## src/rtl/dtd_pkg.sv

```systemverilog
package dtd_pkg;
  typedef enum logic [2:0] {
    ST_IDLE, ST_READ, ST_WRITE, ST_STALL, ST_FINISH
  } dtdState_t;

  typedef struct packed {
    logic startMinor;
    logic readDone;
    logic writeDone;
    logic finishMinor;
  } dtdStrobe_t;

  function automatic logic [2:0] sizeBytes(input logic [2:0] code);
    case (code)
      3'd1:    return 3'd2;
      3'd2:    return 3'd4;
      default: return 3'd1;
    endcase
  endfunction
endpackage

```

## src/rtl/dtd_ctrl.sv

```systemverilog
module dtd_ctrl
  import dtd_pkg::*;
#(
  parameter int THROTTLE_SHORT = 4,
  parameter int THROTTLE_LONG  = 8
) (
  input  logic       clk,
  input  logic       rstN,
  input  logic       svcReq,
  input  logic       reqEnabled,
  input  logic       memReady,
  input  logic       lastAccess,
  input  logic [1:0] throttle,
  output dtdStrobe_t stb,
  output logic       busy,
  output logic       memReq,
  output logic       memWe
);
  localparam int STALL_W = $clog2(THROTTLE_LONG + 1);

  dtdState_t stateQ;
  logic [STALL_W-1:0] stallQ;

  always_comb begin
    stb.startMinor  = (stateQ == ST_IDLE) && svcReq && reqEnabled;
    stb.readDone    = (stateQ == ST_READ) && memReady;
    stb.writeDone   = (stateQ == ST_WRITE) && memReady;
    stb.finishMinor = (stateQ == ST_FINISH);
  end

  assign busy   = (stateQ != ST_IDLE);
  assign memReq = (stateQ == ST_READ) || (stateQ == ST_WRITE);
  assign memWe  = (stateQ == ST_WRITE);

  always_ff @(posedge clk or negedge rstN) begin
    if (!rstN) begin
      stateQ <= ST_IDLE;
      stallQ <= '0;
    end else begin
      case (stateQ)
        ST_IDLE:  if (stb.startMinor) stateQ <= ST_READ;
        ST_READ:  if (memReady) stateQ <= ST_WRITE;
        ST_WRITE: if (memReady) begin
          if (lastAccess) stateQ <= ST_FINISH;
          else if (throttle[1]) begin
            stateQ <= ST_STALL;
            stallQ <= throttle[0] ? STALL_W'(THROTTLE_LONG) : STALL_W'(THROTTLE_SHORT);
          end else stateQ <= ST_READ;
        end
        ST_STALL: begin
          stallQ <= stallQ - 1'b1;
          if (stallQ <= STALL_W'(1)) stateQ <= ST_READ;
        end
        default:  stateQ <= ST_IDLE;
      endcase
    end
  end
endmodule

```

## src/rtl/dtd_datapath.sv

```systemverilog
module dtd_datapath
  import dtd_pkg::*;
#(
  parameter int ADDR_W = 32
) (
  input  logic              clk,
  input  logic              rstN,
  input  logic              cfgWe,
  input  logic [2:0]        cfgAddr,
  input  logic [31:0]       cfgData,
  input  logic              mapEnable,
  input  logic              enSet,
  input  logic              enClr,
  input  dtdStrobe_t        stb,
  input  logic [31:0]       memRdata,
  output logic [ADDR_W-1:0] srcAddr,
  output logic [ADDR_W-1:0] dstAddr,
  output logic [2:0]        srcSize,
  output logic [2:0]        dstSize,
  output logic [31:0]       wdata,
  output logic              lastAccess,
  output logic [1:0]        throttle,
  output logic              reqEnabled,
  output logic              irqMajor,
  output logic              irqHalf,
  output logic              linkValid,
  output logic [3:0]        linkChannel
);
  logic [ADDR_W-1:0] srcAddrQ, dstAddrQ;
  logic [15:0] srcOffQ, dstOffQ, attrQ, biterQ;
  logic [31:0] nbytesQ, srcLastQ, dstLastQ, remainQ, dataQ;
  logic [14:0] citerQ;
  logic        intMajQ, intHalfQ, disableQ, majLinkQ, reqEnQ;
  logic [3:0]  majChQ;
  logic [1:0]  throttleQ;

  logic        srcLoopOff, dstLoopOff, minorLink, majorDone;
  logic [31:0] minorCount;
  logic [14:0] beginCnt, citerDec;
  logic [2:0]  stepBytes;
  logic [ADDR_W-1:0] loopOffExt;

  function automatic logic [ADDR_W-1:0] stepAddr(input logic [ADDR_W-1:0] a,
                                                 input logic [ADDR_W-1:0] d,
                                                 input logic [4:0] m);
    logic [ADDR_W-1:0] mask;
    mask = (m == 5'd0) ? '1 : ((ADDR_W'(1) << m) - 1'b1);
    return (a & ~mask) | ((a + d) & mask);
  endfunction

  always_comb begin
    srcSize    = attrQ[10:8];
    dstSize    = attrQ[2:0];
    stepBytes  = sizeBytes(srcSize);
    srcLoopOff = mapEnable && nbytesQ[31];
    dstLoopOff = mapEnable && nbytesQ[30];
    loopOffExt = ADDR_W'($signed(nbytesQ[29:10]));
    if (!mapEnable)                minorCount = nbytesQ;
    else if (nbytesQ[31] || nbytesQ[30]) minorCount = {22'd0, nbytesQ[9:0]};
    else                           minorCount = {2'd0, nbytesQ[29:0]};
    minorLink  = biterQ[15];
    beginCnt   = minorLink ? {6'd0, biterQ[8:0]} : biterQ[14:0];
    citerDec   = citerQ - 1'b1;
    majorDone  = (citerQ <= 15'd1);
    lastAccess = (remainQ <= 32'(stepBytes));
  end

  assign srcAddr    = srcAddrQ;
  assign dstAddr    = dstAddrQ;
  assign wdata      = dataQ;
  assign throttle   = throttleQ;
  assign reqEnabled = reqEnQ;

  always_ff @(posedge clk or negedge rstN) begin
    if (!rstN) begin
      srcAddrQ <= '0; dstAddrQ <= '0;
      srcOffQ <= '0; dstOffQ <= '0; attrQ <= '0; biterQ <= '0;
      nbytesQ <= '0; srcLastQ <= '0; dstLastQ <= '0;
      remainQ <= '0; dataQ <= '0; citerQ <= '0;
      intMajQ <= 1'b0; intHalfQ <= 1'b0; disableQ <= 1'b0; majLinkQ <= 1'b0;
      majChQ <= '0; throttleQ <= '0; reqEnQ <= 1'b0;
      irqMajor <= 1'b0; irqHalf <= 1'b0; linkValid <= 1'b0; linkChannel <= '0;
    end else begin
      irqMajor  <= 1'b0;
      irqHalf   <= 1'b0;
      linkValid <= 1'b0;
      if (enSet) reqEnQ <= 1'b1;
      if (enClr) reqEnQ <= 1'b0;
      if (cfgWe) begin
        case (cfgAddr)
          3'd0: srcAddrQ <= ADDR_W'(cfgData);
          3'd1: dstAddrQ <= ADDR_W'(cfgData);
          3'd2: begin srcOffQ <= cfgData[15:0]; dstOffQ <= cfgData[31:16]; end
          3'd3: attrQ <= cfgData[15:0];
          3'd4: nbytesQ <= cfgData;
          3'd5: srcLastQ <= cfgData;
          3'd6: dstLastQ <= cfgData;
          default: begin
            biterQ    <= cfgData[15:0];
            citerQ    <= cfgData[15] ? {6'd0, cfgData[8:0]} : cfgData[14:0];
            intMajQ   <= cfgData[17];
            intHalfQ  <= cfgData[18];
            disableQ  <= cfgData[19];
            majLinkQ  <= cfgData[21];
            majChQ    <= cfgData[27:24];
            throttleQ <= cfgData[31:30];
          end
        endcase
      end
      if (stb.startMinor) remainQ <= minorCount;
      if (stb.readDone)   dataQ <= memRdata;
      if (stb.writeDone) begin
        srcAddrQ <= stepAddr(srcAddrQ, ADDR_W'($signed(srcOffQ)), attrQ[15:11]);
        dstAddrQ <= stepAddr(dstAddrQ, ADDR_W'($signed(dstOffQ)), attrQ[7:3]);
        remainQ  <= remainQ - 32'(stepBytes);
      end
      if (stb.finishMinor) begin
        srcAddrQ <= srcAddrQ + (srcLoopOff ? loopOffExt : '0)
                             + (majorDone ? ADDR_W'($signed(srcLastQ)) : '0);
        dstAddrQ <= dstAddrQ + (dstLoopOff ? loopOffExt : '0)
                             + (majorDone ? ADDR_W'($signed(dstLastQ)) : '0);
        citerQ   <= majorDone ? beginCnt : citerDec;
        irqMajor <= majorDone && intMajQ;
        irqHalf  <= intHalfQ && !majorDone && (citerDec == (beginCnt >> 1));
        if (majorDone) begin
          linkValid   <= majLinkQ;
          linkChannel <= majChQ;
          if (disableQ) reqEnQ <= 1'b0;
        end else begin
          linkValid   <= minorLink;
          linkChannel <= biterQ[12:9];
        end
      end
    end
  end
endmodule

```

## src/rtl/dma_tcd_engine.sv

```systemverilog
module dma_tcd_engine
  import dtd_pkg::*;
#(
  parameter int ADDR_W         = 32,
  parameter int THROTTLE_SHORT = 4,
  parameter int THROTTLE_LONG  = 8
) (
  input  logic              clk,
  input  logic              rstN,
  input  logic              cfgWe,
  input  logic [2:0]        cfgAddr,
  input  logic [31:0]       cfgData,
  input  logic              mapEnable,
  input  logic              enSet,
  input  logic              enClr,
  input  logic              svcReq,
  output logic              memReq,
  output logic              memWe,
  output logic [ADDR_W-1:0] memAddr,
  output logic [2:0]        memSize,
  output logic [31:0]       memWdata,
  input  logic [31:0]       memRdata,
  input  logic              memReady,
  output logic              busy,
  output logic              reqEnabled,
  output logic              irqMajor,
  output logic              irqHalf,
  output logic              linkValid,
  output logic [3:0]        linkChannel
);
  dtdStrobe_t stb;
  logic [ADDR_W-1:0] srcAddr, dstAddr;
  logic [2:0] srcSize, dstSize;
  logic lastAccess;
  logic [1:0] throttle;

  dtd_ctrl #(.THROTTLE_SHORT(THROTTLE_SHORT), .THROTTLE_LONG(THROTTLE_LONG)) uCtrl (
    .clk(clk), .rstN(rstN), .svcReq(svcReq), .reqEnabled(reqEnabled),
    .memReady(memReady), .lastAccess(lastAccess), .throttle(throttle),
    .stb(stb), .busy(busy), .memReq(memReq), .memWe(memWe)
  );

  dtd_datapath #(.ADDR_W(ADDR_W)) uPath (
    .clk(clk), .rstN(rstN), .cfgWe(cfgWe && !busy), .cfgAddr(cfgAddr),
    .cfgData(cfgData), .mapEnable(mapEnable), .enSet(enSet), .enClr(enClr),
    .stb(stb), .memRdata(memRdata), .srcAddr(srcAddr), .dstAddr(dstAddr),
    .srcSize(srcSize), .dstSize(dstSize), .wdata(memWdata),
    .lastAccess(lastAccess), .throttle(throttle), .reqEnabled(reqEnabled),
    .irqMajor(irqMajor), .irqHalf(irqHalf), .linkValid(linkValid),
    .linkChannel(linkChannel)
  );

  assign memAddr = memWe ? dstAddr : srcAddr;
  assign memSize = memWe ? dstSize : srcSize;
endmodule

```

## config.mk

```make
export PLATFORM = sky130hd
export DESIGN_NAME = dma_tcd_engine
export DESIGN_NICKNAME = d
export VERILOG_FILES = /design/src/rtl/dtd_pkg.sv /design/src/rtl/dtd_ctrl.sv /design/src/rtl/dtd_datapath.sv /design/src/rtl/dma_tcd_engine.sv
export SDC_FILE = /design/constraint.sdc
export NUM_CORES = 1
export LEC_CHECK = 0
export CORE_UTILIZATION = 52
export CTS_CLUSTER_SIZE = 20
export DETAILED_ROUTE_END_ITERATION = 10
export DONT_BUFFER_PORTS = 1
export HOLD_SLACK_MARGIN = 0.03
export PLACE_DENSITY = 0.69
export SETUP_SLACK_MARGIN = 0.15
export SLEW_MARGIN = 20
export SYNTH_ARGS = -nofsm -noshare
export SYNTH_HDL_FRONTEND = slang
export SYNTH_SLANG_ARGS = --single-unit
```

## constraint.sdc

```tcl
create_clock -name clk -period 14.16 [get_ports clk]
set_input_delay 0 -clock clk [delete_from_list [all_inputs] [get_ports clk]]
set_output_delay 0 -clock clk [all_outputs]
set_load 0.01 [all_outputs]
```

# Yosys cells after proc, flatten, opt, wreduce, memory -nomap -nowiden

Cells that the tools add are included.

Register bits after elaboration: 328
Bits of input ports: 75

Add/sub/neg operators: 11
Order comparisons: 3
Equality and inequality tests: 20
Shift operators: 2
Multiplexer cells: 49
Bitwise logic cells: 9
Reductions and logical operators: 37

Operator list:

| cell                                                 | count |
|---|---|
| two-way mux 32 bit                                   | 18 |
| adder 32 bit                                         | 6 |
| bitwise AND 32 bit                                   | 4 |
| two-way mux 15 bit                                   | 6 |
| NOT 32 bit                                           | 2 |
| OR 32 bit                                            | 2 |
| << shifter 1 x 5 -> 32 bit, first input constant     | 2 |
| subtractor 32 x 1 -> 32 bit, second input constant   | 2 |
| <= comparator 32 x 3 -> 1 bit                        | 1 |
| subtractor 32 x 3 -> 32 bit                          | 1 |
| two-way mux 30 bit                                   | 1 |
| two-way mux 4 bit                                    | 5 |
| two-way mux 3 bit                                    | 6 |
| AND reduction 2 bit                                  | 9 |
| equality test 15 x 14 -> 1 bit                       | 1 |
| equality test 3 x 2 -> 1 bit, second input constant  | 5 |
| <= comparator 15 x 1 -> 1 bit, second input constant | 1 |
| subtractor 15 x 1 -> 15 bit, second input constant   | 1 |
| equality test 3 bit, second input constant           | 4 |
| one-hot mux 3 bit (4 select lines)                   | 1 |
| nonzero test 3 bit                                   | 4 |
| logical AND 1 bit                                    | 10 |
| logical NOT 5 bit                                    | 2 |
| equality test 3 x 1 -> 1 bit, second input constant  | 3 |
| 15 further kinds                                     | 34 |

# Depth between registers and ports, before layout

Gate-level depths: netlist (run 1).

Depth in word-level cells: 8
Gate-level depth with buffers: 21
Gate-level depth less buffers: 19

# Modules after synthesis

From an unflattened synthesis (run 1), not the netlist that was laid out.

Cells, all modules: 2,790
Area total of the unflattened synthesis: 25,694.6 µm²

Modules (own cells, without submodules):

| module         | times used | cells each | area an instance (µm²) | seq. area each (µm²) |
|---|---|---|---|---|
| dtd_datapath   | 1          | 2,695      | 24,613.6               | 8,032.7 |
| dma_tcd_engine | 1          | 40         | 584.3                  | 0.0 |
| dtd_ctrl       | 1          | 55         | 496.7                  | 175.2 |

# Least setup slack after synthesis (run 1)

OpenSTA, ideal clock, no wires.

Path type: reg-to-reg
Start point: reg uPath.citerQ[7]
End point: reg (tool-made name)
Arrival time: 5.548 ns
Path slack: 8.543 ns
Cell stages (with the launch flop): 21
Path buffers: 2
Cell sequence: dfrtp_1 or4_4 or4_4 nor4b_4 clkbuf_1 clkbuf_1 nand2_1 fa_1 inv_1 ha_1 inv_1 fa_1 nand2b_1 a21oi_1 o221ai_1 a31oi_1 nor2_1 o21ai_0 a21oi_1 or4b_2 nand3_1

RTL lines:

| element                  | line                | source |
|---|---|---|
| start: declaration       | dtd_datapath.sv:32  | `logic [14:0] citerQ;` |
| start signal: assignment | dtd_datapath.sv:100 | `citerQ <= cfgData[15] ? {6'd0, cfgData[8:0]} : cfgData[14:0];` |
| start signal: assignment | dtd_datapath.sv:122 | `citerQ <= majorDone ? beginCnt : citerDec;` |

==> impl_metrics.json, run 1 <==
{
  "status": "finished clean",
  "async_flop_share_pct": 100,
  "drt-initial-drc-count": 2585,
  "ir_worst_vdd_mv": 0.172,
  "fmax_mhz": 147,
  "start_util_pct": 52.7,
  "num-fill-cells": 4231,
  "synthDominantCellAreaShare_pct": 32.6,
  "crit_arrival_ns": 7.30,
  "maxCapViolations": 0,
  "setup_viol": 0,
  "yosys_warnings": 0,
  "num_rows": 80,
  "p_per_area_mw_per_mm2": 246,
  "tns_ns": 0,
  "max_slew_margin_pct": 29.7,
  "grt_pass1_wl_um": 138000,
  "cts_tree": "done",
  "syn_inst": 2917,
  "yosysMostFrequentCell": "nand2_1",
  "drt-pass1-iter-count": 6,
  "ys_ff_latch": 328,
  "grt_use_total_pct": 36.6,
  "required_ns": 14.68,
  "die-area_mm2": 0.0493,
  "clock_skew_ns": 0.0138,
  "via_per_inst": 6.49,
  "rsz0062_at_grt": "no",
  "hpwl_um": 62800,
  "nNetsFinal": 3203,
  "cp.buffers_inverters": 3,
  "synth_commonest_cells": "nand2_1, dfrtp_1, a21oi_1, nor2_1, mux2_2",
  "synth.distinct_cells": 73,
  "highest_layer": "met5",
  "numPortBuffers": 0,
  "r2r_cells": 19,
  "ant_nets": 0,
  "die_height_um": 222,
  "path_clk_slew_ns": 0.05,
  "synthAdderAreaFrac_pct": 11.8,
  "synth_flop_cell": "dfrtp_1",
  "clk_path_buf_depth": 3,
  "finalPower_w": 0.00687,
  "cts_sinks": 328,
  "worst-path-stages": 19,
  "cp_cell_sequence": "or4_4, or4_4, nor4b_4, buf_4, nand2_1, fa_1, inv_1, ha_1, inv_1, fa_1, nand2b_1, a21oi_1, o221ai_1, a31oi_1, nor2_1, o21ai_0, a21oi_1, or4b_2, nand3_1",
  "reg2reg_from": "uPath.citerQ[7]",
  "grt_pass1_vias": 22900,
  "critPathTopFamily": "simple AND/OR/NAND/NOR gates",
  "route.met3.wl_um": 8090,
  "antenna_found_initial": 8,
  "drive_gt1_share_pct": 10.9,
  "reg2reg_slack_ns": 7.38,
  "synth_compound_area_share_pct": 19.8,
  "crit_type": "register to register",
  "synthXorXnorAreaFrac_pct": 4.49,
  "cts-root-buf": "clkbuf_16",
  "cpMaxStageDelayCell": "buf_4",
  "clk_latency_ns": 0.59,
  "min_path_type": "input port to register",
  "critPathMaxFanout": 70,
  "worst_pin_slew_ns": 1.05,
  "synth_nets": 3190,
  "slew_violations": 0,
  "synth_top_area_cell": "dfrtp_1",
  "grt_max_degree": 329,
  "period_share_pct": 47.9,
  "syn-cell-area_mm2": 0.0252,
  "numCtsBuffers": 41,
  "route.detailed.drc": 0,
  "timing.hold.ws_ns": 0.0476,
  "dr_wl_met2_um": 41100,
  "leakagePower_nw": 12.4,
  "ios": 153,
  "ctsResizeCount": 0,
  "fin_crit_ns": 6.78,
  "cp-start-kind": "register",
  "wl_met1_um": 36000,
  "vias": 23200,
  "drt-wirelength-per-cell_um": 25.4,
  "synth_top_family_by_area": "compound AO/OA/AOI/OAI gates",
  "critPathLaunch": "uPath.citerQ[7]",
  "muxShareOfSynthArea_pct": 9.36,
  "synth.area.top_cells": "dfrtp_1, mux2_2, ha_1, nand2_1, fa_1",
  "totalWireLength_um": 90700,
  "synth_edf_count": 0,
  "hold_viol_final": 0,
  "dieWidth_um": 222,
  "cts_setup_buffers": 0,
  "h-tree-depth": 2,
  "gr-total-overflow": 0,
  "syn_to_final_growth_pct": 10.9,
  "critical_path.max_stage_delay_ns": 0.75,
  "worst_setup_path_end_kind": "register",
  "place.gp.congestion": 0.991,
  "core_mm2": 0.0477,
  "syn_area_per_cell_um2": 8.62,
  "synthSimpleGateAreaFrac_pct": 17.2,
  "synth-seq-area-share_pct": 32.6
}
==> routing by layer <==
layer	vias to the layer above	global-route usage, %
met5	-	0
met4	2	21.0
met3	253	6.90
met2	1094	57.5
met1	11400	47.4
li1	10500	-
==> layout make-up <==
type	instances	area, um2	share of cell area (%)
inverter	167	627	2.25
timing repair buffer	115	1160	4.14
tap	615	769	2.76
multi-input combinational	2277	15800	56.7
antenna	5	12.5	0.0448
clock buffer	54	1170	4.18
clock inverter	16	141	0.507
sequential	328	8210	29.4
==> logic make-up (layout without fill, tap and decap cells) <==
kind of cell | Yosys count | after routing
AND/OR/NAND/NOR | 940 | 940
AO/OA/AOI/OAI | 800 | 800
flip-flops | 328 | 328
buffers and inverters | 312 | 352
multiplexers | 211 | 211
adder cells (fa/ha/maj) | 198 | 198
XOR/XNOR | 128 | 128
other | 0 | 5
==> tightest hold or removal path, stage by stage <==
cell and delay, ns:
nor3b_2 0.02, buf_4 0.28, mux2_2 0.29
==> timing repair <==
item                                    in CTS  in global routing
endpoints found under the hold margin      642                 12
hold buffers                                93                  1
endpoints found under the setup margin       0                  0
==> through the flow <==
stage | util, % | cells | cell area, um2 | setup WS, ns
after global placement | 53.6 | 3406 | 25600 | 7.65
after floorplan | - | 2917 | 25200 | 8.54
after detailed placement | 53.6 | 3406 | 25600 | 7.51
after global routing | 58.4 | 3574 | 27900 | 7.01
final | 58.4 | 3577 | 27900 | 7.38
after CTS | 58.3 | 3569 | 27800 | 7.51
==> how the worst min path moves through the flow <==
stage,start,endpoint,slack (ns),cells past startpoint
2_1_floorplan,rstN,asynchronous set/reset pin,-0.30,0
3_3_place_gp,rstN,uPath.srcLastQ[26],-0.28,0
3_5_place_dp,rstN,uPath.srcLastQ[25],-0.28,0
4_1_cts,cfgAddr[0],uPath.dstLastQ[0],0.03,3
5_1_grt,cfgAddr[0],uPath.dstLastQ[0],0.07,3
6_report,cfgAddr[0],uPath.dstLastQ[28],0.05,3
==> where the power goes <==
group | internal (W) | leakage, nW | switching, W
clock | 0.000599 | 0.653 | 0.000450
sequential | 0.00137 | 4.01 | 0.000585
combinational | 0.00153 | 7.74 | 0.00233
==> layout by cell type, fill, tap and decap left out, drive strengths merged, types with 24 or more instances in the layout <==
| cell type | instances |
|---|---|
| a211oi | 43 |
| a21o | 47 |
| a21oi | 256 |
| a31oi | 45 |
| and2 | 49 |
| and3 | 24 |
| clkbuf | 54 |
| dfrtp | 328 |
| dlygate4sd3 | 93 |
| fa | 67 |
| ha | 131 |
| inv | 168 |
| mux2 | 194 |
| nand2 | 383 |
| nand3 | 64 |
| nor2 | 209 |
| nor3 | 69 |
| o21ai | 189 |
| xnor2 | 69 |
| xor2 | 59 |
Note: power is estimated with default switching activity, not from simulation.
==> inputs of run 2 (changes only) <==
- PLACE_DENSITY: 0.69 -> 0.72
- clock period: 14.16 -> 6.2 ns (I/O delays scaled with it)
==> run 2 against run 1 <==
Net effect:
- the flow now finishes with violations (negative hold slack, max-slew violations)
- clock-buffer cell count is 1 higher
- total power increased by 130%
- first-iteration DRC count is 12% lower
- register-to-register slack got worse by 7.0 ns
- utilization rose by 0.25 points
- design area rose by 0.43%
- largest cell class unchanged
- via count did not move
- global-route usage down 0.35 points
==> impl_metrics.json, run 2 (synthesis gave the netlist of run 1 again) <==
{
  "reg2reg_slack_ns": 0.34,
  "cts_sinks": 328,
  "regArea_mm2": 0.00821,
  "worst-path-stages": 19,
  "h-tree-depth": 2,
  "pwr-share-comb_pct": 55.3,
  "max_slew_margin_pct": -17.2,
  "period_share_pct": 94.5,
  "vias": 23200,
  "ir_worst_vdd_mv": 0.358,
  "holdBufCountCts": 93,
  "drt-initial-drc-count": 2280,
  "critPathTopFamily": "simple AND/OR/NAND/NOR gates",
  "critical_path.max_stage_delay_ns": 0.65,
  "grt_use_total_pct": 36.3,
  "placed_area_mm2": 0.0256,
  "slew_violations": 141,
  "timing.hold.ws_ns": -0.845,
  "drt-pass1-iter-count": 5,
  "grt_pass1_vias": 22700,
  "violations": "negative hold slack, max-slew violations",
  "numCtsBuffers": 41,
  "min_path_type": "input port to asynchronous set/reset pin",
  "dieWidth_um": 222,
  "required_ns": 6.71,
  "critPathLaunch": "uPath.citerQ[7]",
  "tns_ns": 0,
  "maxCapViolations": 0,
  "internal_power_w": 0.00823,
  "mostFrequentLayoutCells": "nand2_1, dfrtp_1, a21oi_1, nor2_1, mux2_2",
  "totalWireLength_um": 90200,
  "worst_setup_path_end_kind": "register",
  "seq_power_share_pct": 28.2,
  "drive_gt1_share_pct": 11.0,
  "r2r_cells": 19,
  "grt_max_degree": 329,
  "multi_input_area_mm2": 0.0158,
  "clk_latency_ns": 0.58,
  "p_sw_w": 0.00762,
  "grt_pass1_wl_um": 137000,
  "worst_pin_slew_ns": 1.76,
  "crit_arrival_ns": 6.36,
  "num-fill-cells": 4225,
  "critPathMaxFanout": 6,
  "reg2reg_from": "uPath.citerQ[7]",
  "status": "complete, but fails checks",
  "final_common_cell": "nand2_1",
  "cts_tree": "done",
  "swShare_pct": 48.1,
  "p_per_area_mw_per_mm2": 565,
  "setup_viol": 0,
  "die-area_mm2": 0.0493,
  "syn_to_final_growth_pct": 11.4,
  "layout.cells.non_filler": 3580,
  "gr-total-overflow": 0,
  "nNetsFinal": 3206,
  "path_clk_slew_ns": 0.06,
  "leakagePower_nw": 12.4,
  "start_util_pct": 52.7,
  "cp.buffers_inverters": 3,
  "drt-wirelength-per-cell_um": 25.2,
  "route.detailed.drc": 0,
  "place_inst": 3409,
  "hold_viol_final": 328,
  "cts-root-buf": "clkbuf_16",
  "ios": 153,
  "cp-start-kind": "register",
  "clkPwrFrac_pct": 16.5,
  "num_rows": 80,
  "fin_crit_ns": 5.86,
  "fin_area_mm2": 0.0280,
  "ant_nets": 0,
  "core_mm2": 0.0477,
  "cp_cell_sequence": "or4_4, or4_4, nor4b_4, buf_4, nand2_1, fa_1, inv_1, ha_1, inv_1, fa_1, nand2b_1, a21oi_1, o221ai_1, a31oi_1, nor2_1, o21ai_1, a21oi_1, or4b_2, nand3_1",
  "rsz0062_at_grt": "no",
  "cpMaxStageDelayCell": "or4b_2",
  "clk_path_buf_depth": 3,
  "numPortBuffers": 0,
  "crit_type": "register to register",
  "hpwl_um": 62400,
  "antenna_found_initial": 11,
  "clock_skew_ns": 0.0241,
  "fmax_mhz": 171,
  "via_per_inst": 6.49,
  "die_height_um": 222,
  "place.gp.congestion": 1.00
}
-- run 2: cell types whose count changed in the layout (fill, tap and decap cells not counted), sizes merged --
cell and change:
clkbuf +2, clkinv -9, bufinv +6, clkinvlp +2, buf +2
-- run 2: path summary, 6_finish.rpt --
check,to
setup / recovery,register
hold reg to reg,uPath.majChQ[0]
hold / removal,asynchronous set/reset pin
setup reg to reg,register
min in group clk,uPath.dstLastQ[1]
max in group asynchronous,asynchronous set/reset pin
-- run 2: routing by layer --
layer / wire length (um) / track usage (%)
met1: 36800 / 47.3
met2: 40800 / 57.5
met3: 7640 / 7.25
met4: 4960 / 18.1
met5: 37 / 0
-- run 2: stage by stage --
stage	setup WS, ns	power [W]	hold WS [ns]	utilization, %
6_report	0.341	0.0158	-0.845	58.7
2_1_floorplan	0.583	0.0104	-0.296	-
3_5_place_dp	0.198	0.0129	-0.280	53.6
4_1_cts	0.171	0.0156	-0.880	58.6
5_1_grt	0.166	0.0169	-0.875	58.7
3_3_place_gp	0.468	0.0127	-0.279	53.6
-- run 2: cell type report --
| cell class | count | area share (%) |
|---|---|---|
| multi-input combinational | 2277 | 56.5 |
| inverter | 167 | 2.24 |
| tap | 615 | 2.75 |
| clock inverter | 15 | 0.946 |
| timing repair buffer | 118 | 4.07 |
| clock buffer | 55 | 4.13 |
| sequential | 328 | 29.3 |
| antenna | 5 | 0.0446 |
-- run 2: power by group through the flow --
| stage | Clock (W) | Sequential (W) | Combinational (W) |
|---|---|---|---|
| after global routing | 0.00271 | 0.00457 | 0.00960 |
| after CTS | 0.00263 | 0.00442 | 0.00858 |
| final | 0.00262 | 0.00447 | 0.00877 |
| after global placement | 0 | 0.00441 | 0.00827 |
| after detailed placement | 0 | 0.00445 | 0.00840 |
| after floorplan | 0 | 0.00382 | 0.00661 |
-- run 2: worst register-to-register path, cell delays in order (launching register included) --
cell      delay, ns
dfrtp_1        0.44
or4_4          0.58
or4_4          0.46
nor4b_4        0.35
buf_4          0.18
nand2_1        0.09
fa_1           0.44
inv_1          0.07
ha_1           0.21
inv_1          0.08
fa_1           0.45
nand2b_1       0.19
a21oi_1        0.24
o221ai_1       0.21
a31oi_1        0.42
nor2_1         0.14
o21ai_1        0.34
a21oi_1        0.15
or4b_2         0.65
nand3_1        0.09
-- run 2: what timing repair did --
action / 4_1_cts / 5_1_grt
hold endpoints to repair: 632 / 328
endpoints found under the setup margin: 0 / 9
resized for setup: 0 / 4
setup buffers: 0 / 2
